### src/rtl/rob_part_pkg.sv
package rob_part_pkg;

  typedef enum logic [1:0] {
    POL_OPEN  = 2'd0,
    POL_SPLIT = 2'd1,
    POL_CAP   = 2'd2,
    POL_ALT   = 2'd3
  } rob_pol_e;

  // number of set bits in a mask of up to 32 threads
  function automatic int unsigned mask_pop(input logic [31:0] m);
    int unsigned n;
    n = 0;
    for (int b = 0; b < 32; b++) n += int'(m[b]);
    return n;
  endfunction

  // subtraction clipped at zero
  function automatic int unsigned clip_sub(input int unsigned a, input int unsigned b);
    return (a > b) ? (a - b) : 0;
  endfunction

endpackage

### src/rtl/rob_part_share.sv
// Quotient table CAPACITY / k for k = 1..NT, selected by the active count.
module rob_part_share #(
  parameter int NT  = 4,
  parameter int CAP = 64,
  parameter int CW  = 7,
  parameter int TW  = 3
) (
  input  logic [TW-1:0] act_cnt,
  output logic [CW-1:0] share
);
  logic [CW-1:0] quot [NT+1];

  for (genvar k = 0; k <= NT; k++) begin : g_q
    if (k == 0) begin : g_zero
      assign quot[k] = '0;
    end else begin : g_div
      assign quot[k] = CW'(CAP / k);
    end
  end

  always_comb begin
    share = '0;
    for (int k = 0; k <= NT; k++) begin
      if (act_cnt == TW'(k)) share = quot[k];
    end
  end
endmodule

### src/rtl/rob_part_limits.sv
module rob_part_limits
  import rob_part_pkg::*;
#(
  parameter int NT  = 4,
  parameter int CAP = 64,
  parameter int CW  = 7,
  parameter int TW  = 3
) (
  input  logic             clk,
  input  logic             rst_n,
  input  logic [1:0]       policy_sel,
  input  logic [CW-1:0]    cap_value,
  input  logic [NT-1:0]    act_mask,
  input  logic             act_upd,
  input  logic [TW-1:0]    act_cnt,
  input  logic [CW-1:0]    share,
  output logic [NT*CW-1:0] lim_flat,
  output logic             reload_ev,
  output logic             apply_ev
);
  localparam logic [CW-1:0] CAPV  = CW'(CAP);
  localparam logic [CW-1:0] SPLIT = CW'(CAP / NT);

  rob_pol_e      pol_q;
  rob_pol_e      pol_in;
  logic          pend_q;
  logic [CW-1:0] lim_q [NT];

  function automatic logic [CW-1:0] base_limit(input rob_pol_e p, input logic [CW-1:0] cv);
    case (p)
      POL_SPLIT: return SPLIT;
      POL_CAP:   return cv;
      default:   return CAPV;
    endcase
  endfunction

  function automatic logic [CW-1:0] upd_limit(input rob_pol_e p, input logic [TW-1:0] n,
                                              input logic [CW-1:0] sh, input logic [CW-1:0] cur);
    case (p)
      POL_SPLIT: return sh;
      POL_CAP:   return (n == TW'(1)) ? CAPV : cur;
      default:   return cur;
    endcase
  endfunction

  assign pol_in    = rob_pol_e'(policy_sel);
  assign reload_ev = pend_q || (pol_in != pol_q);
  // single-thread open configuration skips recomputation entirely
  assign apply_ev  = act_upd && !reload_ev && (act_cnt != '0)
                     && !((NT == 1) && (pol_q == POL_OPEN || pol_q == POL_ALT));

  always_ff @(posedge clk or negedge rst_n) begin
    if (!rst_n) begin
      pend_q <= 1'b1;
      pol_q  <= POL_OPEN;
    end else begin
      pend_q <= 1'b0;
      pol_q  <= pol_in;
    end
  end

  for (genvar i = 0; i < NT; i++) begin : g_lim
    always_ff @(posedge clk or negedge rst_n) begin
      if (!rst_n) begin
        lim_q[i] <= '0;
      end else if (reload_ev) begin
        lim_q[i] <= base_limit(pol_in, cap_value);
      end else if (apply_ev && act_mask[i]) begin
        lim_q[i] <= upd_limit(pol_q, act_cnt, share, lim_q[i]);
      end
    end
    assign lim_flat[i*CW +: CW] = lim_q[i];
  end
endmodule

### src/rtl/rob_part_free.sv
module rob_part_free
  import rob_part_pkg::*;
#(
  parameter int NT  = 4,
  parameter int CAP = 64,
  parameter int CW  = 7
) (
  input  logic [NT*CW-1:0] lim_flat,
  input  logic [NT*CW-1:0] thr_occ,
  input  logic [CW-1:0]    tot_occ,
  output logic [NT*CW-1:0] thr_free,
  output logic [CW-1:0]    tot_free,
  output logic [NT-1:0]    thr_stall
);
  assign tot_free = CW'(clip_sub(CAP, 32'(tot_occ)));

  for (genvar i = 0; i < NT; i++) begin : g_thr
    logic [CW-1:0] f;
    assign f = CW'(clip_sub(32'(lim_flat[i*CW +: CW]), 32'(thr_occ[i*CW +: CW])));
    assign thr_free[i*CW +: CW] = f;
    assign thr_stall[i] = (f == '0) || (tot_free == '0);
  end
endmodule

### src/rtl/rob_part_top.sv
module rob_part_top
  import rob_part_pkg::*;
#(
  parameter int  NUM_THREADS = 4,
  parameter int  CAPACITY    = 64,
  localparam int CNT_W       = $clog2(CAPACITY + 1),
  localparam int TC_W        = $clog2(NUM_THREADS + 1)
) (
  input  logic                         clk,
  input  logic                         rst_n,
  input  logic [1:0]                   policy_sel,
  input  logic [CNT_W-1:0]             cap_value,
  input  logic [NUM_THREADS-1:0]       act_mask,
  input  logic                         act_upd,
  input  logic [NUM_THREADS*CNT_W-1:0] thr_occ,
  input  logic [CNT_W-1:0]             tot_occ,
  output logic [NUM_THREADS*CNT_W-1:0] thr_limit,
  output logic [NUM_THREADS*CNT_W-1:0] thr_free,
  output logic [CNT_W-1:0]             tot_free,
  output logic [NUM_THREADS-1:0]       thr_stall
);
  localparam int NT  = NUM_THREADS;
  localparam int CAP = CAPACITY;
  localparam int CW  = CNT_W;

  logic [TC_W-1:0] act_cnt;
  logic [CW-1:0]   share;
  logic            reload_ev;
  logic            apply_ev;

  assign act_cnt = TC_W'(mask_pop(32'(act_mask)));

  rob_part_share #(.NT(NT), .CAP(CAP), .CW(CW), .TW(TC_W)) u_share (
    .act_cnt(act_cnt),
    .share  (share)
  );

  rob_part_limits #(.NT(NT), .CAP(CAP), .CW(CW), .TW(TC_W)) u_lim (
    .clk       (clk),
    .rst_n     (rst_n),
    .policy_sel(policy_sel),
    .cap_value (cap_value),
    .act_mask  (act_mask),
    .act_upd   (act_upd),
    .act_cnt   (act_cnt),
    .share     (share),
    .lim_flat  (thr_limit),
    .reload_ev (reload_ev),
    .apply_ev  (apply_ev)
  );

  rob_part_free #(.NT(NT), .CAP(CAP), .CW(CW)) u_free (
    .lim_flat (thr_limit),
    .thr_occ  (thr_occ),
    .tot_occ  (tot_occ),
    .thr_free (thr_free),
    .tot_free (tot_free),
    .thr_stall(thr_stall)
  );
endmodule

### config.mk
export PLATFORM = sky130hd
export DESIGN_NAME = rob_part_top
export DESIGN_NICKNAME = d
export VERILOG_FILES = /design/src/rtl/rob_part_pkg.sv /design/src/rtl/rob_part_share.sv /design/src/rtl/rob_part_limits.sv /design/src/rtl/rob_part_free.sv /design/src/rtl/rob_part_top.sv
export SDC_FILE = /design/constraint.sdc
export NUM_CORES = 1
export LEC_CHECK = 0
export BUFFER_PORTS_ARGS = -buffer_cell sky130_fd_sc_hd__buf_2
export CAP_MARGIN = 40
export CORE_ASPECT_RATIO = 0.75
export CORE_MARGIN = 4
export CORE_UTILIZATION = 52
export CTS_BUF_LIST = sky130_fd_sc_hd__clkbuf_8
export CTS_CLUSTER_SIZE = 25
export DETAILED_ROUTE_END_ITERATION = 10
export PLACE_DENSITY_LB_ADDON = 0.2
export SYNTH_ARGS = -nofsm -noshare
export SYNTH_HDL_FRONTEND = slang
export SYNTH_SLANG_ARGS = --single-unit
### constraint.sdc
create_clock -name clk -period 3.3 [get_ports clk]
set_clock_uncertainty 0.05 [all_clocks]
set_input_delay 0.66 -clock clk [delete_from_list [all_inputs] [get_ports clk]]
set_output_delay 0.66 -clock clk [all_outputs]
set_load 0.02 [all_outputs]
==> results.tsv, run 1 <==
stage	metric	value	unit
logic_synthesis	syn_nets	481	
setup_path	Worst EP required	2.59	ns
logic_synthesis	syn avg cell area	8.05	sq um
sta	worst slew pin tran	0.695	ns
route	Initial DRT Pass Iterations	4	
logic_synthesis	EDFF count, synth	0	
placed_design	PortBufs	117	
clock_network	Clock Latency Late Sink	0.28	ns
pwr	sequential share of power	25.2	%
grt	Total GRT Usage	23.4	%
logic_synthesis	dominant synthesized flop cell	dfrtp_1	
sta	fin crit share	99.3	%
finish	share of layout cells above drive strength 1	30.8	%
run	max-cap viol count	0	
pwr	NetSw	0.000754	W
pwr	clock power share	21.6	%
logic_synthesis	Synth Instances	391	
logic_synthesis	top cells by area, synth	dfrtp_1, ha_1, nor2_1	
pwr	PD cells	447	nW/um^2
route	post-detailed-route via-to-cell ratio	5.62	
sta	Tmin final	3.28	ns
grt	largest net degree at the start of global routing	32	
pwr	Comb power frac	53.2	%
floorplanning	Core ar.	5860	sq um
clock_network	Longest Clk Path Bufs	2	
route	DR WL/cell	15.2	um
min_path	path category of the worst min-delay check	in -> async	
sta	slew margin rel.	53.2	%
placed_design	placer congestion estimate	0.893	
clock_network	CTS tree	done	
setup_path	crit path capture type	primary output	
floorplanning	Ports	118	
pwr	Overall Power	0.00180	W
setup_path	CP startpoint kind	primary input	
sta	Final Hold Viols	0	
grt	grt total ovfl	0	
floorplanning	row count	24	
setup_path	Critical-path top delay cell	a2111o_1	
clock_network	clock sinks	31	
floorplanning	die height	75.4	um
setup_path	largest fanout on the critical path	2	
placed_design	Placed Instance Area	3840	sq um
logic_synthesis	share of the synthesized area in the top cell type	23.8	%
pwr	Leak Pwr	2.21	nW
clock_network	CTS clk-pin slew, worst paths	0.06	ns
placed_design	detailed placement HPWL	7180	um
sta	Final Setup Violations	0	
finish	# diodes	0	
route	Total Wirelength	9050	um
finish	Final #Nets	606	
pwr	peak supply drop	0.000375	V
clock_network	H-tree Lvls	2	
logic_synthesis	dominant cell type by area after synthesis	dfrtp_1	
floorplanning	die width	97.8	um
setup_path	largest stage delay on the critical path	0.37	ns
logic_synthesis	Syn. warnings	0	
clock_network	Root Buffer	clkbuf_8	
setup_path	delay-heaviest family, CP	compound AO/OA/AOI/OAI gates	
floorplanning	Initial Util	53.8	%
setup_path	Crit path buffers/inverters	2	
sta	Max Slew Vio Count	0	
run_status	status	finished, final reports clean	
logic_synthesis	Synth cell types	52	
sta	setup_tns	0	ns
floorplanning	area of the die	7380	sq um
grt	vias in the first global route	2979	
sta	fmax	0.305	GHz
logic_synthesis	Post-synth ARST share	100	%
logic_synthesis	flops & latches, synth	31	
clock_network	CTS buffer count	5	
grt	initial antenna violation count	0	
route	DRC	0	
setup_path	crit-path cells	buf_2 -> ha_1 -> fa_2 -> nand2b_4 -> a2111o_1 -> o211ai_1 -> nor4bb_2 -> a311o_1 -> buf_4	
pwr	Int Power	0.00105	W
logic_synthesis	post-synthesis sequential area ratio	24.7	%
route	Detail Route Antenna Nets	0	
logic_synthesis	post-synthesis instance area	3150	sq um
setup_path	CP Data Arrival Time	2.57	ns
finish	fin area	4030	sq um
finish	Layout area overhead	28.1	%
route	vias post-DR	3345	
clock_network	cts hold-fix bufs	0	
grt	global-route wire length before repair	14200	um
setup_path	Crit Path Class	in -> out	
route	initial DRC count	111	
pwr	switching share of power	41.9	%
Yosys cell counts (all sizes together), types with 4 or more instances:
cell,number
a211oi,4
a31oi,9
a21o,9
and3,9
o21ai,21
nand3,9
nor2b,6
nor3,11
nor4,5
ha,34
mux2,9
nor2,61
xnor2,9
dfrtp,30
buf,7
inv,49
nand2,9
fa,5
nand2b,10
xor2,9
a221oi,4
a21oi,26
a311o,4
metal layers:
layer / GRT usage, % / vias up / wire length, um
li1: - / 1643 / -
met1: 31.3 / 1580 / 4050
met2: 40.9 / 110 / 4350
met3: 5.03 / 12 / 566
met4: 2.76 / 0 / 72
met5: 0 / - / 0
logic make-up after synthesis:
group	count (synthesis)	share of synthesized area [%]
AND/OR/NAND/NOR	137	22.0
AO/OA/AOI/OAI	95	20.2
buffers and inverters	59	7.51
adder cells (fa/ha/maj)	39	16.7
flip-flops	31	24.7
XOR/XNOR	18	5.01
multiplexers	11	3.86
other	1	0.119
final cells by class:
| cell class | instances | area [sq um] |
|---|---|---|
| fillers | 502 | 1820 |
| well taps | 78 | 97.6 |
| repair buffers | 128 | 673 |
| flip-flops and latches | 31 | 777 |
| multi-input cells | 301 | 2180 |
| inverters | 49 | 184 |
| clock inverters | 2 | 35.0 |
| clock buffers | 6 | 82.6 |
through the flow:
stage	utilization (%)	worst slack [ns]	instances	hold WS, ns
2_1_floorplan	-	0.216	391	0.314
3_3_place_gp	65.6	0.0439	584	0.473
3_5_place_dp	65.6	-0.0613	584	0.474
4_1_cts	67.8	0.00789	592	0.392
6_report	68.9	0.0215	595	0.370
5_1_grt	68.9	-0.0376	595	0.411
worst reg2reg max path, stage by stage, from the launching register on:
cell	delay, ns
dfrtp_1	0.39
xor2_1	0.14
or3_1	0.57
o41ai_2	0.71
mux2_2	0.28
layout by cell type, fill, tap and decap left out, types with 2 or more instances in the layout:
| cell | netlist | routed |
|---|---|---|
| fa_1 | 5 | 3 |
| o311a_1 | 2 | 2 |
| nor2_1 | 61 | 61 |
| a41o_1 | 3 | 3 |
| nand3_1 | 9 | 9 |
| nand2_1 | 9 | 9 |
| o21bai_1 | 2 | 2 |
| nand2b_4 | 0 | 2 |
| buf_4 | 0 | 13 |
| and4_1 | 3 | 3 |
| a211o_1 | 2 | 2 |
| clkbuf_8 | 0 | 6 |
| o21ai_0 | 19 | 18 |
| or3_1 | 2 | 2 |
| buf_2 | 6 | 115 |
| and3_1 | 9 | 9 |
| a21oi_1 | 26 | 23 |
| a21o_1 | 9 | 9 |
| a311oi_1 | 3 | 3 |
| fa_2 | 0 | 2 |
| xor2_1 | 9 | 9 |
| nor4bb_2 | 0 | 2 |
| dfrtp_1 | 30 | 30 |
| a221oi_1 | 4 | 4 |
| mux2_2 | 8 | 8 |
| ha_1 | 34 | 33 |
| o21ai_1 | 2 | 2 |
| a21oi_2 | 0 | 3 |
| nor4_1 | 5 | 5 |
| nor2b_1 | 6 | 6 |
| a211oi_1 | 4 | 4 |
| nand4_1 | 2 | 2 |
| xnor2_1 | 9 | 9 |
| mux2i_1 | 2 | 2 |
| nor3_1 | 11 | 11 |
| nand2b_1 | 10 | 8 |
| inv_1 | 49 | 49 |
| a311o_1 | 4 | 4 |
| a31oi_1 | 9 | 9 |
power by group through the flow:
stage / Clock, W / Combinational, W / Sequential, W
4_1_cts: 0.000392 / 0.000914 / 0.000454
2_1_floorplan: 0 / 0.000582 / 0.000499
5_1_grt: 0.000411 / 0.00105 / 0.000459
6_report: 0.000389 / 0.000959 / 0.000454
3_5_place_dp: 0 / 0.000904 / 0.000460
3_3_place_gp: 0 / 0.000881 / 0.000459
sequential cells by signal, indices dropped and copies added, names as in the netlist:
signal	cells
u_lim.pend_q	1
u_lim.pol_q	2
u_lim.lim_flat	28
what timing repair did:
action                                  in CTS  in global routing
endpoints found under the setup margin       2                  4
setup buffers                                0                  3
gates cloned                                 0                  0
gates resized for setup                      3                 11
pin swaps                                    2                  5
path summary, 6_finish.rpt:
| kind | startpoint | end | slack (ns) | cells after the start |
|---|---|---|---|---|
| worst max-delay path | thr_occ[0] | thr_stall[0] | 0.02 | 9 |
| worst min-delay path | rst_n | u_lim.pol_q[1] | 0.37 | 1 |
| worst max register to register | u_lim.pol_q[1] | u_lim.lim_flat[5] | 1.10 | 4 |
| worst min register to register | u_lim.lim_flat[19] | u_lim.lim_flat[19] | 0.48 | 1 |
| max in group asynchronous | rst_n | u_lim.lim_flat[14] | 2.39 | 1 |
| min in group clk | u_lim.lim_flat[19] | u_lim.lim_flat[19] | 0.48 | 1 |
Power figures use the tool's default switching activity.
==> run 2, diff against run 1 <==
- ABC_AREA: not set -> 1
- CORE_UTILIZATION: 52 -> 48
- SETUP_SLACK_MARGIN: not set -> 0.2
- clock period: 3.3 -> 2.9 ns (I/O delays scaled with it)
==> run 2 against run 1 <==
  * Clock power rose by 12%
  * Global-route usage is 0.84 points lower
  * Die area up 17%
  * Final area rose by 19%
  * Count of clock-buffer cells in the layout did not move
  * Largest power group unchanged
  * Combinational power grew 32%
  * Non-clock buffer count grew 3
==> results.tsv, run 2 <==
stage	metric	value	unit	change
finish	max reg flops	28		unchanged
placed_design	dpl ws	0.0297	ns	+0.0910 ns
setup_path	Crit path buffers/inverters	3		+1
logic_synthesis	dominant cell type by area after synthesis	dfrtp_1		
logic_synthesis	top cells by area, synth	dfrtp_1, nand2_1, inv_1		
setup_path	crit path capture type	primary output		
logic_synthesis	share of the synthesized area in the top cell type	21.7	%	-2.2 points
setup_path	Worst EP required	2.27	ns	-0.32 ns
logic_synthesis	post-synthesis instance area	3460	sq um	+9.9%
logic_synthesis	syn_nets	642		+33%
clock_network	CTS tree	done		
sta	setup_tns	0	ns	unchanged
logic_synthesis	count leader, synth	nand2_1		
clock_network	CTS clk-pin slew, worst paths	0.06	ns	about the same
logic_synthesis	Syn. warnings	0		unchanged
placed_design	PortBufs	117		unchanged
placed_design	detailed placement HPWL	7900	um	+9.9%
route	Total Wirelength	10100	um	+12%
pwr	PD cells	463	nW/um^2	+3.8%
grt	grt total ovfl	0		unchanged
clock_network	clock sinks	31		unchanged
setup_path	largest fanout on the critical path	5		+3
grt	largest net degree at the start of global routing	32		unchanged
clock_network	cts hold-fix bufs	0		unchanged
sta	fin crit share	92.6	%	
clock_network	Clock Latency Late Sink	0.28	ns	about the same
clock_network	Root Buffer	clkbuf_8		
logic_synthesis	simple-gate share of the synthesized area	36.7	%	+15 points
route	Detail Route Antenna Nets	0		unchanged
route	vias post-DR	3912		+17%
run	max-cap viol count	0		unchanged
logic_synthesis	Synth Instances	552		+41%
floorplanning	die height	81.5	um	+8.2%
route	DR WL/cell	12.9	um	-15%
logic_synthesis	dominant synthesized flop cell	dfrtp_1		
setup_path	CP Data Arrival Time	2.06	ns	-0.51 ns
run_status	status	finished, final reports clean		
logic_synthesis	complex-gate fraction of the synthesized area	8.53	%	-12 points
route	Initial DRT Pass Iterations	5		+1
setup_path	CP startpoint kind	primary input		
route	initial DRC count	204		+84%
grt	initial antenna violation count	0		unchanged
logic_synthesis	synth cell count leaders	nand2_1, inv_1, nand3_1, nor2_1, ha_1		
sta	Final Setup Violations	0		unchanged
logic_synthesis	post-synthesis adder-cell area fraction	15.2	%	-1.5 points
sta	unrepaired setup endpoints after global routing	true		
sta	worst slew pin tran	0.690	ns	-0.00511 ns
pwr	Leak Pwr	2.89	nW	+31%
finish	share of layout cells above drive strength 1	32.3	%	+1.6 points
finish	commonest non-fill, non-tap cells in the layout	nand2_1, inv_1, buf_2, nor2_1, nand3_1		
setup_path	crit-path cells	buf_2 -> inv_1 -> ha_4 -> nand3_1 -> nor2_1 -> nand3_2 -> nand2_2 -> nor2_1 -> nor2_2 -> nand2_2 -> nand2_1 -> buf_6		
floorplanning	Core ar.	6900	sq um	+18%
route	DRC	0		unchanged
clock_network	CTS buffer count	5		unchanged
finish	commonest non-fill, non-tap cell in the layout	nand2_1		
sta	Max Slew Vio Count	0		unchanged
floorplanning	row count	26		+8.3%
grt	Total GRT Usage	22.6	%	-0.84 points
finish	Final #Nets	779		+29%
route	post-detailed-route via-to-cell ratio	4.96		-12%
sta	fmax	0.372	GHz	
finish	Layout area overhead	38.9	%	
logic_synthesis	XOR/XNOR Fraction of Synth Area	2.78	%	-2.2 points
grt	global-route wire length before repair	15900	um	+13%
sta	Fin Hold WS	0.281	ns	-0.0891 ns
setup_path	largest stage delay on the critical path	0.16	ns	-0.21 ns
grt	vias in the first global route	3578		+20%
setup_path	Crit Path Class	in -> out		
logic_synthesis	syn avg cell area	6.27	sq um	-22%
min_path	path category of the worst min-delay check	in -> async		
sta	Final WS setup	0.214	ns	+0.193 ns
floorplanning	area of the die	8650	sq um	+17%
floorplanning	Ports	118		unchanged
logic_synthesis	flops & latches, synth	31		unchanged
logic_synthesis	multiplexer share of the synthesized area	0	%	-3.9 points
finish	# diodes	0		unchanged
logic_synthesis	post-synthesis sequential area ratio	22.5	%	-2.2 points
sta	Final Hold Viols	0		unchanged
logic_synthesis	Synth cell types	31		-40%
clock_network	Longest Clk Path Bufs	2		unchanged
setup_path	Reg2Reg Setup Slack	1.18	ns	+0.08 ns
sta	slew margin rel.	54.0	%	+0.85 points
logic_synthesis	EDFF count, synth	0		unchanged
sta	Tmin final	2.69	ns	
clock_network	H-tree Lvls	2		unchanged
logic_synthesis	largest family of logic cells by synthesized area	simple AND/OR/NAND/NOR gates		
placed_design	placer congestion estimate	0.921		+3.1%
setup_path	delay-heaviest family, CP	simple AND/OR/NAND/NOR gates		
logic_synthesis	Post-synth ARST share	100	%	unchanged
floorplanning	die width	106	um	+8.4%
floorplanning	Initial Util	50.2	%	-3.6 points
pwr	peak supply drop	0.000315	V	-16%
setup_path	Critical-path top delay cell	ha_4		
run 2: layer usage:
metal  routed length, um  vias to the layer above  track usage [%]
li1                    -                     1989                -
met3                 629                       17             4.79
met5                   0                        -                0
met4                 144                        0             3.36
met1                4660                     1787             30.6
met2                4720                      119             38.2
run 2: cells by family after synthesis:
kind of cell               Yosys count
and+or+nand+nor                    292
other                                1
AOI/OAI and AO/OA                   48
DFF                                 31
adders and majority gates           39
xor gates and xnor gates            11
buffers and inverters              130
run 2: cell type report:
cell class | count | area (sq um)
well taps | 98 | 123
inverters | 129 | 487
repair buffers | 131 | 714
flip-flops and latches | 31 | 779
multi-input cells | 391 | 2590
clock buffers | 6 | 82.6
clock inverters | 2 | 35.0
fillers | 616 | 2090
run 2: metrics by stage:
| step | instances | total power, W | util (%) | area, sq um |
|---|---|---|---|---|
| floorplan | 552 | 0.00127 | - | 3460 |
| global placement | 766 | 0.00157 | 60.4 | 4160 |
| detailed placement | 766 | 0.00160 | 60.4 | 4160 |
| CTS | 782 | 0.00214 | 65.9 | 4540 |
| global route | 788 | 0.00239 | 69.7 | 4810 |
| finish | 788 | 0.00223 | 69.7 | 4810 |
run 2: power by group:
group	internal, W	leakage, nW	switching, W
sequential	0.000476	0.395	0.0000490
clock	0.000278	0.0612	0.000160
combinational	0.000500	2.43	0.000766
total	0.00125	2.89	0.000975
run 2: worst reg2reg max path, stage by stage, from the launching register on:
cell	delay (ns)
dfrtp_1	0.40
ha_1	0.26
nor3_1	0.31
nand3_2	0.21
nand3_1	0.28
nand2_1	0.08
nand2_1	0.07
run 2: final timing paths:
kind	from	to	cells after the start
max	tot_occ[0]	thr_stall[3]	12
min	rst_n	u_lim.pol_q[1]	1
max reg2reg	u_lim.pol_q[1]	u_lim.lim_flat[4]	6
min reg2reg	u_lim.lim_flat[25]	u_lim.lim_flat[25]	2
max in group asynchronous	rst_n	u_lim.lim_flat[24]	1
min in group clk	policy_sel[0]	u_lim.pol_q[0]	1
run 2: timing repair:
action | 4_1_cts | 5_1_grt
pin swaps | 13 | 13
setup buffers | 8 | 6
resized for setup | 40 | 40
endpoints found under the setup margin | 7 | 15
